[config.mk]
export PLATFORM = sky130hd
export DESIGN_NAME = cram_dbg_top
export DESIGN_NICKNAME = d
export VERILOG_FILES = /design/src/rtl/cram_dbg_pkg.sv /design/src/rtl/cram_dbg_decode.sv /design/src/rtl/cram_dbg_fsm.sv /design/src/rtl/cram_dbg_regs.sv /design/src/rtl/cram_dbg_top.sv
export SDC_FILE = /design/constraint.sdc
export NUM_CORES = 1
export LEC_CHECK = 0
export BUFFER_PORTS_ARGS = -buffer_cell sky130_fd_sc_hd__buf_4
export CAP_MARGIN = 20
export CORE_ASPECT_RATIO = 0.6
export CORE_MARGIN = 2
export CORE_UTILIZATION = 25
export DETAILED_ROUTE_END_ITERATION = 7
export SLEW_MARGIN = 20
export SYNTH_ARGS = -nofsm -noshare
export SYNTH_HDL_FRONTEND = slang
export SYNTH_HIERARCHICAL = 1
export SYNTH_SLANG_ARGS = --single-unit
[constraint.sdc]
create_clock -name clk -period 8.7 [get_ports clk]
set_clock_uncertainty 0.1 [all_clocks]
set_input_delay 0.435 -clock clk [delete_from_list [all_inputs] [get_ports clk]]
set_output_delay 0.435 -clock clk [all_outputs]
set_load 0.02 [all_outputs]
[src/rtl/cram_dbg_pkg.sv]
package cram_dbg_pkg;
    localparam int REG_W    = 32;
    localparam int ADDR_W   = 3;
    localparam int ID_MSB   = 31;
    localparam int ID_LSB   = 24;
    localparam int WAY_MSB  = 19;
    localparam int WAY_LSB  = 18;
    localparam int LOC_MSB  = 13;
    localparam int ROW_LSB  = 3;
    localparam int SET_LSB  = 6;
    localparam int ID_W     = ID_MSB - ID_LSB + 1;
    localparam int WAY_W    = WAY_MSB - WAY_LSB + 1;
    localparam int ROW_W    = LOC_MSB - ROW_LSB + 1;
    localparam int SET_W    = LOC_MSB - SET_LSB + 1;
    localparam int SET_OFS  = SET_LSB - ROW_LSB;
    localparam int DATA_W   = 2 * REG_W;
    localparam int NRES     = 3;

    localparam logic [1:0]        EL_TOP    = 2'd3;
    localparam logic [ID_W-1:0]   ID_TAG    = 8'h00;
    localparam logic [ID_W-1:0]   ID_DATA   = 8'h01;
    localparam logic [ADDR_W-1:0] A_INDEX   = 3'd0;

    typedef enum logic [1:0] {ST_IDLE, ST_ISSUE, ST_LATCH} state_t;
    typedef enum logic [1:0] {K_NONE, K_TAG, K_DATA} kind_t;

    function automatic kind_t kind_of(input logic [ID_W-1:0] id);
        if (id == ID_TAG)       return K_TAG;
        else if (id == ID_DATA) return K_DATA;
        else                    return K_NONE;
    endfunction
endpackage

[src/rtl/cram_dbg_decode.sv]
module cram_dbg_decode
    import cram_dbg_pkg::*;
(
    input  logic [ID_W-1:0]        id,
    input  logic [WAY_W-1:0]       way,
    input  logic [ROW_W-1:0]       loc,
    output kind_t                  kind,
    output logic [WAY_W+SET_W-1:0] tag_addr,
    output logic [WAY_W+ROW_W-1:0] data_addr
);
    always_comb begin
        kind      = kind_of(id);
        tag_addr  = {way, loc[ROW_W-1:SET_OFS]};
        data_addr = {way, loc};
    end
endmodule

[src/rtl/cram_dbg_fsm.sv]
module cram_dbg_fsm
    import cram_dbg_pkg::*;
(
    input  logic  clk,
    input  logic  rst_n,
    input  logic  start,
    input  kind_t start_kind,
    input  kind_t cur_kind,
    output logic  busy,
    output logic  tag_en,
    output logic  data_en,
    output logic  cap_tag,
    output logic  cap_data,
    output logic  clr_all
);
    state_t state, state_nx;

    always_ff @(posedge clk) begin
        if (!rst_n) state <= ST_IDLE;
        else        state <= state_nx;
    end

    always_comb begin
        state_nx = state;
        unique case (state)
            ST_IDLE:  if (start && start_kind != K_NONE) state_nx = ST_ISSUE;
            ST_ISSUE: state_nx = ST_LATCH;
            ST_LATCH: state_nx = ST_IDLE;
            default:  state_nx = ST_IDLE;
        endcase
    end

    always_comb begin
        busy     = 1'b0;
        tag_en   = 1'b0;
        data_en  = 1'b0;
        cap_tag  = 1'b0;
        cap_data = 1'b0;
        clr_all  = 1'b0;
        unique case (state)
            ST_IDLE:  clr_all = start && start_kind == K_NONE;
            ST_ISSUE: begin
                busy    = 1'b1;
                tag_en  = cur_kind == K_TAG;
                data_en = cur_kind == K_DATA;
            end
            ST_LATCH: begin
                busy     = 1'b1;
                cap_tag  = cur_kind == K_TAG;
                cap_data = cur_kind == K_DATA;
            end
            default: ;
        endcase
    end
endmodule

[src/rtl/cram_dbg_regs.sv]
module cram_dbg_regs
    import cram_dbg_pkg::*;
#(
    parameter int TAG_W = 24
) (
    input  logic              clk,
    input  logic              rst_n,
    input  logic              cap_tag,
    input  logic              cap_data,
    input  logic              clr_all,
    input  logic [TAG_W:0]    tag_rdata,
    input  logic [DATA_W-1:0] data_rdata,
    input  logic [REG_W-1:0]  index_q,
    input  logic [ADDR_W-1:0] rd_addr,
    output logic [REG_W-1:0]  rd_mux
);
    logic [REG_W-1:0] ires [NRES];
    logic [REG_W-1:0] dres [NRES];
    logic [REG_W-1:0] tag_word;

    always_comb begin
        tag_word = '0;
        tag_word[TAG_W:0] = tag_rdata;
    end

    always_ff @(posedge clk) begin
        if (!rst_n || clr_all) begin
            ires[0] <= '0;
            ires[1] <= '0;
            ires[2] <= '0;
        end else if (cap_tag) begin
            ires[0] <= tag_word;
            ires[1] <= '0;
            ires[2] <= '0;
        end else if (cap_data) begin
            ires[0] <= data_rdata[REG_W-1:0];
            ires[1] <= data_rdata[DATA_W-1:REG_W];
            ires[2] <= '0;
        end
    end

    for (genvar g = 0; g < NRES; g++) begin : g_dres
        always_ff @(posedge clk) begin
            if (!rst_n || clr_all) dres[g] <= '0;
        end
    end

    always_comb begin
        unique case (rd_addr)
            3'd0:    rd_mux = index_q;
            3'd1:    rd_mux = ires[0];
            3'd2:    rd_mux = ires[1];
            3'd3:    rd_mux = ires[2];
            3'd4:    rd_mux = dres[0];
            3'd5:    rd_mux = dres[1];
            3'd6:    rd_mux = dres[2];
            default: rd_mux = '0;
        endcase
    end
endmodule

[src/rtl/cram_dbg_top.sv]
module cram_dbg_top
    import cram_dbg_pkg::*;
#(
    parameter int TAG_W = 24
) (
    input  logic                     clk,
    input  logic                     rst_n,
    input  logic [1:0]               priv,
    input  logic                     wr_en,
    input  logic [ADDR_W-1:0]        wr_addr,
    input  logic [REG_W-1:0]         wr_data,
    input  logic                     rd_en,
    input  logic [ADDR_W-1:0]        rd_addr,
    output logic [REG_W-1:0]         rd_data,
    output logic                     undef,
    output logic                     busy,
    output logic                     tag_en,
    output logic [WAY_W+SET_W-1:0]   tag_addr,
    input  logic [TAG_W:0]           tag_rdata,
    output logic                     data_en,
    output logic [WAY_W+ROW_W-1:0]   data_addr,
    input  logic [DATA_W-1:0]        data_rdata
);
    logic             allowed, start, cap_tag, cap_data, clr_all;
    logic [REG_W-1:0] index_q, rd_mux;
    kind_t            cur_kind, start_kind;

    assign allowed    = priv == EL_TOP;
    assign undef      = (wr_en || rd_en) && !allowed;
    assign start      = wr_en && allowed && wr_addr == A_INDEX && !busy;
    assign start_kind = kind_of(wr_data[ID_MSB:ID_LSB]);
    assign rd_data    = (rd_en && allowed) ? rd_mux : '0;

    always_ff @(posedge clk) begin
        if (!rst_n)     index_q <= '0;
        else if (start) index_q <= wr_data;
    end

    cram_dbg_decode u_dec (
        .id        (index_q[ID_MSB:ID_LSB]),
        .way       (index_q[WAY_MSB:WAY_LSB]),
        .loc       (index_q[LOC_MSB:ROW_LSB]),
        .kind      (cur_kind),
        .tag_addr  (tag_addr),
        .data_addr (data_addr)
    );

    cram_dbg_fsm u_fsm (
        .clk        (clk),
        .rst_n      (rst_n),
        .start      (start),
        .start_kind (start_kind),
        .cur_kind   (cur_kind),
        .busy       (busy),
        .tag_en     (tag_en),
        .data_en    (data_en),
        .cap_tag    (cap_tag),
        .cap_data   (cap_data),
        .clr_all    (clr_all)
    );

    cram_dbg_regs #(.TAG_W(TAG_W)) u_regs (
        .clk        (clk),
        .rst_n      (rst_n),
        .cap_tag    (cap_tag),
        .cap_data   (cap_data),
        .clr_all    (clr_all),
        .tag_rdata  (tag_rdata),
        .data_rdata (data_rdata),
        .index_q    (index_q),
        .rd_addr    (rd_addr),
        .rd_mux     (rd_mux)
    );
endmodule

# --- Word-level counts from Yosys, hierarchy flattened ---
# Memory sizes are Yosys's and may differ from the RTL's.
# Index checks and enable logic that the tools add are counted.
# W data, S select, Z words.
totals:
  ff_bits: 34
  mem_bits_rw: 96
  input_bits: 133
  output_inout_bits: 59
  word_cells: 72
  mem_count: 1
classes:
  eq_ne: 14
  mux: 29
  bitwise: 6
  n_reduce_logical: 20
mem_list:
  columns: ["memory", "depth", "width", "rd", "rd_clocked_by_memory_dff", "wr", "line_no", "rtl"]
  rows:
  - ["u_regs.ires", 3, 32, 3, 0, 3, "cram_dbg_regs.sv:17", "logic [REG_W-1:0] ires [NRES];"]
ops:
  columns: ["op", "n"]
  rows:
  - ["$mux W32", 7]
  - ["$pmux W32 S7", 1]
  - ["$eq A8 B1 Y1 const B", 2]
  - ["$logic_not A8 Y1", 2]
  - ["$mux W1", 15]
  - ["$mux W2", 5]
  - ["$eq A3 B3 Y1 const B", 3]
  - ["$logic_and A1 B1 Y1", 7]
  - ["$eq A2 B2 Y1 const B", 3]
  - ["$eq A3 B2 Y1 const B", 2]
  - ["$logic_not A3 Y1", 2]
  - ["$or A1 B1 Y1", 6]
  - ["$eq A2 B1 Y1 const B", 2]
  - ["$logic_not A2 Y1", 2]
  - ["$pmux W2 S2", 1]
  - ["$eq A3 B1 Y1 const B", 1]
  - ["$logic_not A1 Y1", 3]
  - ["$logic_or A1 B1 Y1", 2]
  - ["$ne A2 B1 Y1 const B", 1]
  - ["$reduce_bool A2 Y1", 1]
  - ["$reduce_or A2 Y1", 1]

# --- Logic depth before layout (Yosys ltp) ---
# Gate-level depths: netlist (run 1).
logic_depth:
  depth_word: 12
  mapped_depth: 12
  ltp_nobuf: 8

# --- Cells and area by module ---
# The synthesis (run 1) kept the hierarchy.
modules_own_cells:
  columns: ["mod", "n_inst", "cells_each", "area_per_inst_um2", "seq_area_each_um2"]
  rows:
  - ["cram_dbg_regs", 1, 318, 3537.1, 1921.8]
  - ["cram_dbg_top", 1, 183, 1546.5, 640.6]
  - ["cram_dbg_decode", 1, 28, 214.0, 0.0]
  - ["cram_dbg_fsm", 1, 19, 165.2, 40.0]

# --- Least setup slack after synthesis (run 1) ---
# No wires, ideal clock.
synth_path:
  path_kind: "input port to flip-flop"
  startpoint: "in wr_addr[1]"
  endpoint: "mem u_regs.ires[0][0], enable pin"
  setup_ns: 0.424
  arrival_ns: 3.373
  t_required_ns: 8.176
  path_slack_ns: 4.802
  stages: 8
  path_buffers: 2
  path_cell_list: "or4b_4 nor3_4 buf_6 nand2_1 nor3_1 nand2b_1 buf_2 or3_1"
synth_rtl:
  columns: ["item", "line_no", "rtl"]
  rows:
  - ["start, declared", "cram_dbg_top.sv:10", "input logic [ADDR_W-1:0] wr_addr,"]
  - ["end, declared", "cram_dbg_regs.sv:17", null]

==> summary.txt, run 1 <==
GRT
  – Met2 GRT Util: 0.190
  – Grt met1 use: 0.227
  – Busiest layer in global routing: met1
  – Met3 Track Usage GR: 0.0417
  – Grt ovf: 0
  – Initial antenna violation count: 0
  – Total track usage: 0.143
  – Global-route wire length before repair: 24800 um
  – Pin count of the biggest net entering global routing: 97
  – Vias in the first global route: 4126

CTS
  – CTS tree: done
  – Clock sink total: 98
  – Root buf cell: clkbuf_16
  – Cts hold-fix bufs: 0
  – Setup Fix Bufs, Post-CTS: 0
  – Number of H-tree levels: 3
  – Clock latency on the worst-skew pair: 0.33 ns
  – Clock transition at path regs: 0.08 ns
  – Num CTS Buffers: 9
  – Clock Path Buffers: 2
  – Resize count post-CTS: 0

Route
  – Via/cell ratio: 4.49
  – Initial DRC Count: 271
  – Via total after detailed routing: 4339
  – Routed Antenna Nets: 0
  – Drt drc: 1
  – Pre-antenna DRT Iters: 6
  – Wirelength, routed: 16900 um
  – Mean routed wirelength per cell: 17.4 um

Setup path
  – Crit-path cells: inv_1 -> ha_1 -> nor3_4 -> buf_4 -> nand2_1 -> nor3_1 -> nand2b_2 -> or3_2 -> buf_4
  – Worst-path fanout max: 45
  – Crit path DAT: 3.79 ns
  – Setup crit end kind: flip-flop
  – CP max stage cell: nand2b_2
  – CP most frequent cell: buf_4
  – Worst path max stage delay: 0.56 ns
  – RR Startpoint: u_fsm/state[0]$_SDFFE_PN0P_
  – Crit start category: flip-flop
  – Reg-to-reg setup timing slack: 4.79 ns
  – Crit. Startpoint: u_fsm/state[0]$_SDFFE_PN0P_
  – Crit path kind: flip-flop to flip-flop
  – Required time worst endpoint: 8.59 ns

Placed design
  – PortBufs: 191
  – GP Congestion: 0.784
  – Post-DP HPWL: 12400 um

Power and ir drop
  – P_leak: 0.00282 uW
  – Cell Pwr Density: 143 nW/um2
  – Total power: 1020 uW
  – Worst IR Drop VDD: 0.0000912 V

Run status
  – Status: complete, but fails checks
  – Failing checks: DRC

Cells and area
  – Share of cells above drive strength 1: 0.317
  – Diode count: 0
  – # nets final: 819
  – Area grow syn2layout: 30.8%
  – Filler cells: 2191

Logic synthesis
  – Area of the mapped netlist: 5460 um2
  – Synth cell types: 32
  – Sequential share of the synthesized area: 0.476
  – Dominant cells by area after synthesis: edfxtp_1 (35%), dfxtp_1 (12%), a211oi_1 (8.8%), and2_1 (8.1%), mux2i_1 (5.9%)
  – Number of flops mapped to enable cells by yosys: 64
  – Synth Warn #: 6
  – Cells after Synth: 548
  – Largest area contributor in the netlist: edfxtp_1
  – Top_reg_cell synth: edfxtp_1
  – Yosys top cell area share: 0.352
  – Syn Area/Cell: 9.97 um2
  – Asr flop ratio synth: 0
  – Top post-synthesis cells by count: and2_1 (71), nand2_1 (68), a211oi_1 (64), edfxtp_1 (64)
  – Most common cell in the netlist: and2_1
  – Post-synthesis net count: 684
  – Seq cells post-synth: 98

STA
  – Tcrit/Tclk final: 0.449
  – Worst Max-Slew Pin Slew: 0.973 ns
  – Slew Limit Fails: 0
  – Period minus WS final: 3.91 ns
  – Max_slew headroom: 0.351
  – RSZ-0062 raised after global routing: false
  – Setup_tns: 0 ns
  – Fin. Hold Viols: 0
  – Fmax: 256 MHz
  – # setup viols final: 0

Floorplan
  – Core ar.: 21200 um2
  – Die height: 119 um
  – I/O pins: 192
  – Starting Density: 0.257
  – Die width: 195 um
  – Num rows: 41
  – Die Area: 23100 um2

Worst hold path
  – Worst hold path type: input pin to flip-flop
  – Worst hold start: wr_data[3]

Job
  – Max_cap viols: 0
## critical path, delay by kind of cell (launching register included)
kind                       cells  cell delay [ns]
adders and majority gates      1             0.36
buffers and inverters          3             1.16
and+or+nand+nor                5             1.54
DFF                            1             0.34
## routing by layer
metal / wire (um) / part of all wire
met5: 0 / 0
met4: 19 / 0.0011
met3: 1220 / 0.072
met2: 6440 / 0.38
met1: 9190 / 0.54
## state kept, by name, summed over array words and instances, names as in the netlist
name         count
u_regs/ires     64
index_q         32
u_fsm/state      2
## layout make-up
class,instances,area [um2],share of cell area
Multi-Input combinational cell,378,2440,0.342
Clock inverter,7,68.8,0.00963
Clock buffer,9,225,0.0315
Timing Repair Buffer,193,1450,0.203
Inverter,3,11.3,0.00158
Tap cell,279,349,0.0488
Sequential cell,98,2600,0.364
## placed cells by master (no fill, tap or decap), drive strengths merged, types with 9 or more instances in the layout
cell type / count
clkbuf: 9
buf: 193
a22oi: 25
nor2: 28
nand2b: 34
nor2b: 34
edfxtp: 64
and2: 71
inv: 9
nand2: 68
dfxtp: 34
mux2i: 32
a211oi: 64
## logic make-up (layout without fill, tap and decap cells)
group                    count (synthesis)  after routing  synth area share
adder cells (fa/ha/maj)                  3              3           0.00687
AO/OA/AOI/OAI                           94             94             0.129
multiplexers                            32             32            0.0586
AND/OR/NAND/NOR                        249            249             0.251
flip-flops                              98             98             0.476
buffers and inverters                   72            212            0.0776
## power by group
group | internal, uW | switching, uW | total [uW]
Sequential | 506 | 4.16 | 510
Combinational | 56.7 | 56.8 | 114
Clock | 205 | 195 | 400
Total | 767 | 256 | 1020
## final timing paths
check / cells past startpoint / to
setup / recovery: 9 / u_regs/ires[0][9]$_DFFE_PP_
hold / removal: 3 / index_q[3]$_SDFFE_PN0P_
setup reg to reg: 9 / u_regs/ires[0][9]$_DFFE_PP_
hold reg to reg: 2 / index_q[16]$_SDFFE_PN0P_
## per-stage QoR
step | instance area (um2) | utilization | setup slack (ns) | cells | hold slack [ns]
after floorplan | 5460 | - | 4.80 | 548 | 0.330
after global placement | 6850 | 0.322 | 4.06 | 951 | 0.341
after detailed placement | 6850 | 0.322 | 4.06 | 951 | 0.343
after CTS | 7140 | 0.336 | 4.29 | 967 | 0.228
after global routing | 7150 | 0.337 | 4.49 | 967 | 0.241
final | 7150 | 0.337 | 4.79 | 967 | 0.241
Note: power is estimated with default switching activity, not from simulation.
==> run 2: changes to the inputs <==
==> constraint.sdc (replaced) <==
create_clock -name clk -period 3.7 [get_ports clk]
set_clock_uncertainty 0.1 [all_clocks]
set_input_delay 0.185 -clock clk [delete_from_list [all_inputs] [get_ports clk]]
set_output_delay 0.185 -clock clk [all_outputs]
set_load 0.02 [all_outputs]
==> run 2 against run 1 <==
- the flow still finishes with violations (DRC)
- sequential share of layout area fell by 1.2 points
- non-clock buffer count is 26 higher
- sequential power increased by 140%
- cell count up 2.7%
- critical path depth increased by 1
- routed wire length grew 0.58%
- via count is 0.55% higher
- clock power up 130%
- critical path type is now input pin to flip-flop
==> summary.txt, run 2 (synthesized netlist as in run 1, its figures left out) <==
GRT
  – Vias in the first global route: 4162 (+0.87%)
  – Global-route wire length before repair: 24900 um (+0.64%)
  – Pin count of the biggest net entering global routing: 88 (-9.3%)
  – Grt ovf: 0 (unchanged)
  – Initial antenna violation count: 0 (unchanged)
  – Total track usage: 0.144 (+0.00117)

Cells and area
  – Filler cells: 2195 (+0.18%)
  – Share of cells above drive strength 1: 0.308 (-0.00874)
  – Area grow syn2layout: 35.4%
  – Multi-input logic area: 2440 um2 (-0.15%)
  – FF+latch area: 2600 um2 (unchanged)
  – Biggest regs: u_regs/ires (64), index_q (32), u_fsm/state (2)
  – Most frequent cells in the layout: buf_4 (196), and2_1 (71), nand2_1 (68), a211oi_1 (64), edfxtp_1 (64)
  – Commonest non-fill, non-tap cell in the layout: buf_4
  – Post-layout util: 0.348 (+0.0118)
  – Diode count: 0 (unchanged)
  – # nets final: 845 (+3.2%)
  – Max FFs per register: 64 (unchanged)
  – Top reg by flops: u_regs/ires

Job
  – Max_cap viols: 0 (unchanged)

CTS
  – Number of H-tree levels: 3 (unchanged)
  – Clock sink total: 98 (unchanged)
  – Clock latency on the worst-skew pair: 0.34 ns (about the same)
  – Root buf cell: clkbuf_16
  – Setup Fix Bufs, Post-CTS: 0 (unchanged)
  – Clock transition at path regs: 0.08 ns (about the same)
  – Num CTS Buffers: 9 (unchanged)
  – CTS tree: done
  – Clock Path Buffers: 2 (unchanged)

Setup path
  – Crit-path cells: dlygate4sd3_1 -> buf_4 -> or4_1 -> or4_1 -> nor2_1 -> nor3_1 -> nand2b_1 -> buf_4 -> nor2b_4 -> and2_1
  – Crit path buf inv count: 3 (unchanged)
  – Worst r2r dst: u_regs/ires[0][24]$_DFFE_PP_
  – RR Startpoint: index_q[29]$_SDFFE_PN0P_
  – Crit. Startpoint: wr_data[26]
  – CP max stage cell: nor2b_4
  – CP delay by family, top: simple AND/OR/NAND/NOR gates
  – Crit path kind: input pin to flip-flop
  – Setup crit end kind: flip-flop
  – Reg-to-reg setup timing slack: 0.67 ns (-4.12 ns)
  – Register-to-Register Path Depth: 6 (-3)
  – Required time worst endpoint: 3.81 ns (-4.78 ns)
  – Worst-path fanout max: 39 (-13%)
  – Crit path DAT: 3.40 ns (-0.39 ns)
  – Crit start category: input pin
  – Worst path max stage delay: 0.64 ns (+0.08 ns)

Floorplan
  – Core ar.: 21200 um2 (unchanged)
  – I/O pins: 192 (unchanged)
  – Die height: 119 um (unchanged)
  – Die Area: 23100 um2 (unchanged)
  – Die width: 195 um (unchanged)
  – Num rows: 41 (unchanged)
  – Starting Density: 0.257 (unchanged)

Route
  – Max Used Layer: met4
  – Metal-1 WL: 9210 um (+0.19%)
  – Routed Antenna Nets: 0 (unchanged)
  – DR WL met2: 6330 um (-1.7%)
  – Initial DRC Count: 258 (-4.8%)
  – Wirelength, routed: 17000 um (+0.58%)
  – Pre-antenna DRT Iters: 6 (unchanged)
  – Met3 routed WL: 1280 um (+5.0%)
  – Via total after detailed routing: 4363 (+0.55%)
  – Via/cell ratio: 4.39 (-2.1%)
  – Mean routed wirelength per cell: 17.1 um (-2.1%)
  – Drt drc: 1 (unchanged)

Placed design
  – Post-DP HPWL: 12300 um (-0.37%)
  – PortBufs: 191 (unchanged)
  – GP Congestion: 0.779 (-0.63%)

STA
  – Period minus WS final: 3.30 ns
  – Fin. Hold Viols: 0 (unchanged)
  – RSZ-0062 raised after global routing: false
  – Tcrit/Tclk final: 0.891
  – Slew Limit Fails: 0 (unchanged)
  – Worst Max-Slew Pin Slew: 0.919 ns (-0.0544 ns)
  – Fmax: 303 MHz
  – Setup_tns: 0 ns (unchanged)
  – # setup viols final: 0 (unchanged)
  – Max_slew headroom: 0.387 (+0.0363)

Worst hold path
  – Worst hold start: data_rdata[25]
  – Worst Hold Depth: 2 (-1)
  – Worst hold endpoint: u_regs/ires[0][25]$_SDFFCE_PN0P_
  – Worst hold path type: input pin to flip-flop

Power and ir drop
  – Worst IR Drop VDD: 0.000201 V (+120%)
  – Cell Pwr Density: 326 nW/um2 (+130%)
  – Total power: 2410 uW (+140%)
  – P_leak: 0.00293 uW (+3.8%)

Run status
  – Status: complete, but fails checks
  – Failing checks: DRC
-- run 2: cell types whose count changed in the layout (fill, tap and decap cells not counted) --
cell / delta
dlygate4sd3_1: +22
buf_4: +3
inv_8: -3
clkinv_4: +2
and3b_1: +1
and3b_2: -1
buf_12: +1
clkinvlp_4: +1
nand2b_1: +1
nand2b_2: -1
-- run 2: worst max path at each step --
| stage | endpoint | slack, ns | cells after the start |
|---|---|---|---|
| after global routing | u_regs/ires[0][63]$_SDFFCE_PN0P_ | 0.15 | 10 |
| after detailed placement | u_regs/ires[0][36]$_SDFFCE_PN0P_ | 0.55 | 9 |
| after CTS | u_regs/ires[0][42]$_SDFFCE_PN0P_ | 0.34 | 10 |
| after floorplan | u_regs/ires[0][0]$_DFFE_PP_ | 0.55 | 9 |
| after global placement | u_regs/ires[0][43]$_SDFFCE_PN0P_ | 0.59 | 9 |
| final | u_regs/ires[0][42]$_SDFFCE_PN0P_ | 0.40 | 10 |
-- run 2: cell type report --
type	instances	area share
Clock inverter	7	0.00812
Clock buffer	9	0.0304
Sequential cell	98	0.352
Inverter	3	0.00152
Tap cell	279	0.0472
Timing Repair Buffer	219	0.231
Multi-Input combinational cell	378	0.329
-- run 2: timing repair --
action	4_1_cts	5_1_grt
gates resized for setup	0	0
endpoints found under the hold margin	22	0
hold buffers	22	0
-- run 2: layer usage --
metal | vias to the layer above | GRT usage
met5 | - | 0
met4 | 0 | 0.0267
met3 | 13 | 0.0402
met2 | 161 | 0.187
met1 | 1976 | 0.230
li1 | 2213 | -
-- run 2: through the flow --
| step | setup slack, ns | instance area (um2) | hold WS [ns] | instances |
|---|---|---|---|---|
| after global placement | 0.589 | 6890 | 0.339 | 955 |
| after floorplan | 0.555 | 5460 | 0.209 | 548 |
| after global routing | 0.145 | 7400 | 0.000659 | 993 |
| after CTS | 0.343 | 7400 | 0.000374 | 993 |
| after detailed placement | 0.554 | 6890 | 0.343 | 955 |
| final | 0.405 | 7400 | 0.0129 | 993 |
-- run 2: power breakdown --
group | switching [uW] | internal, uW
clock | 455 | 469
sequential | 9.67 | 1190
combinational | 137 | 151
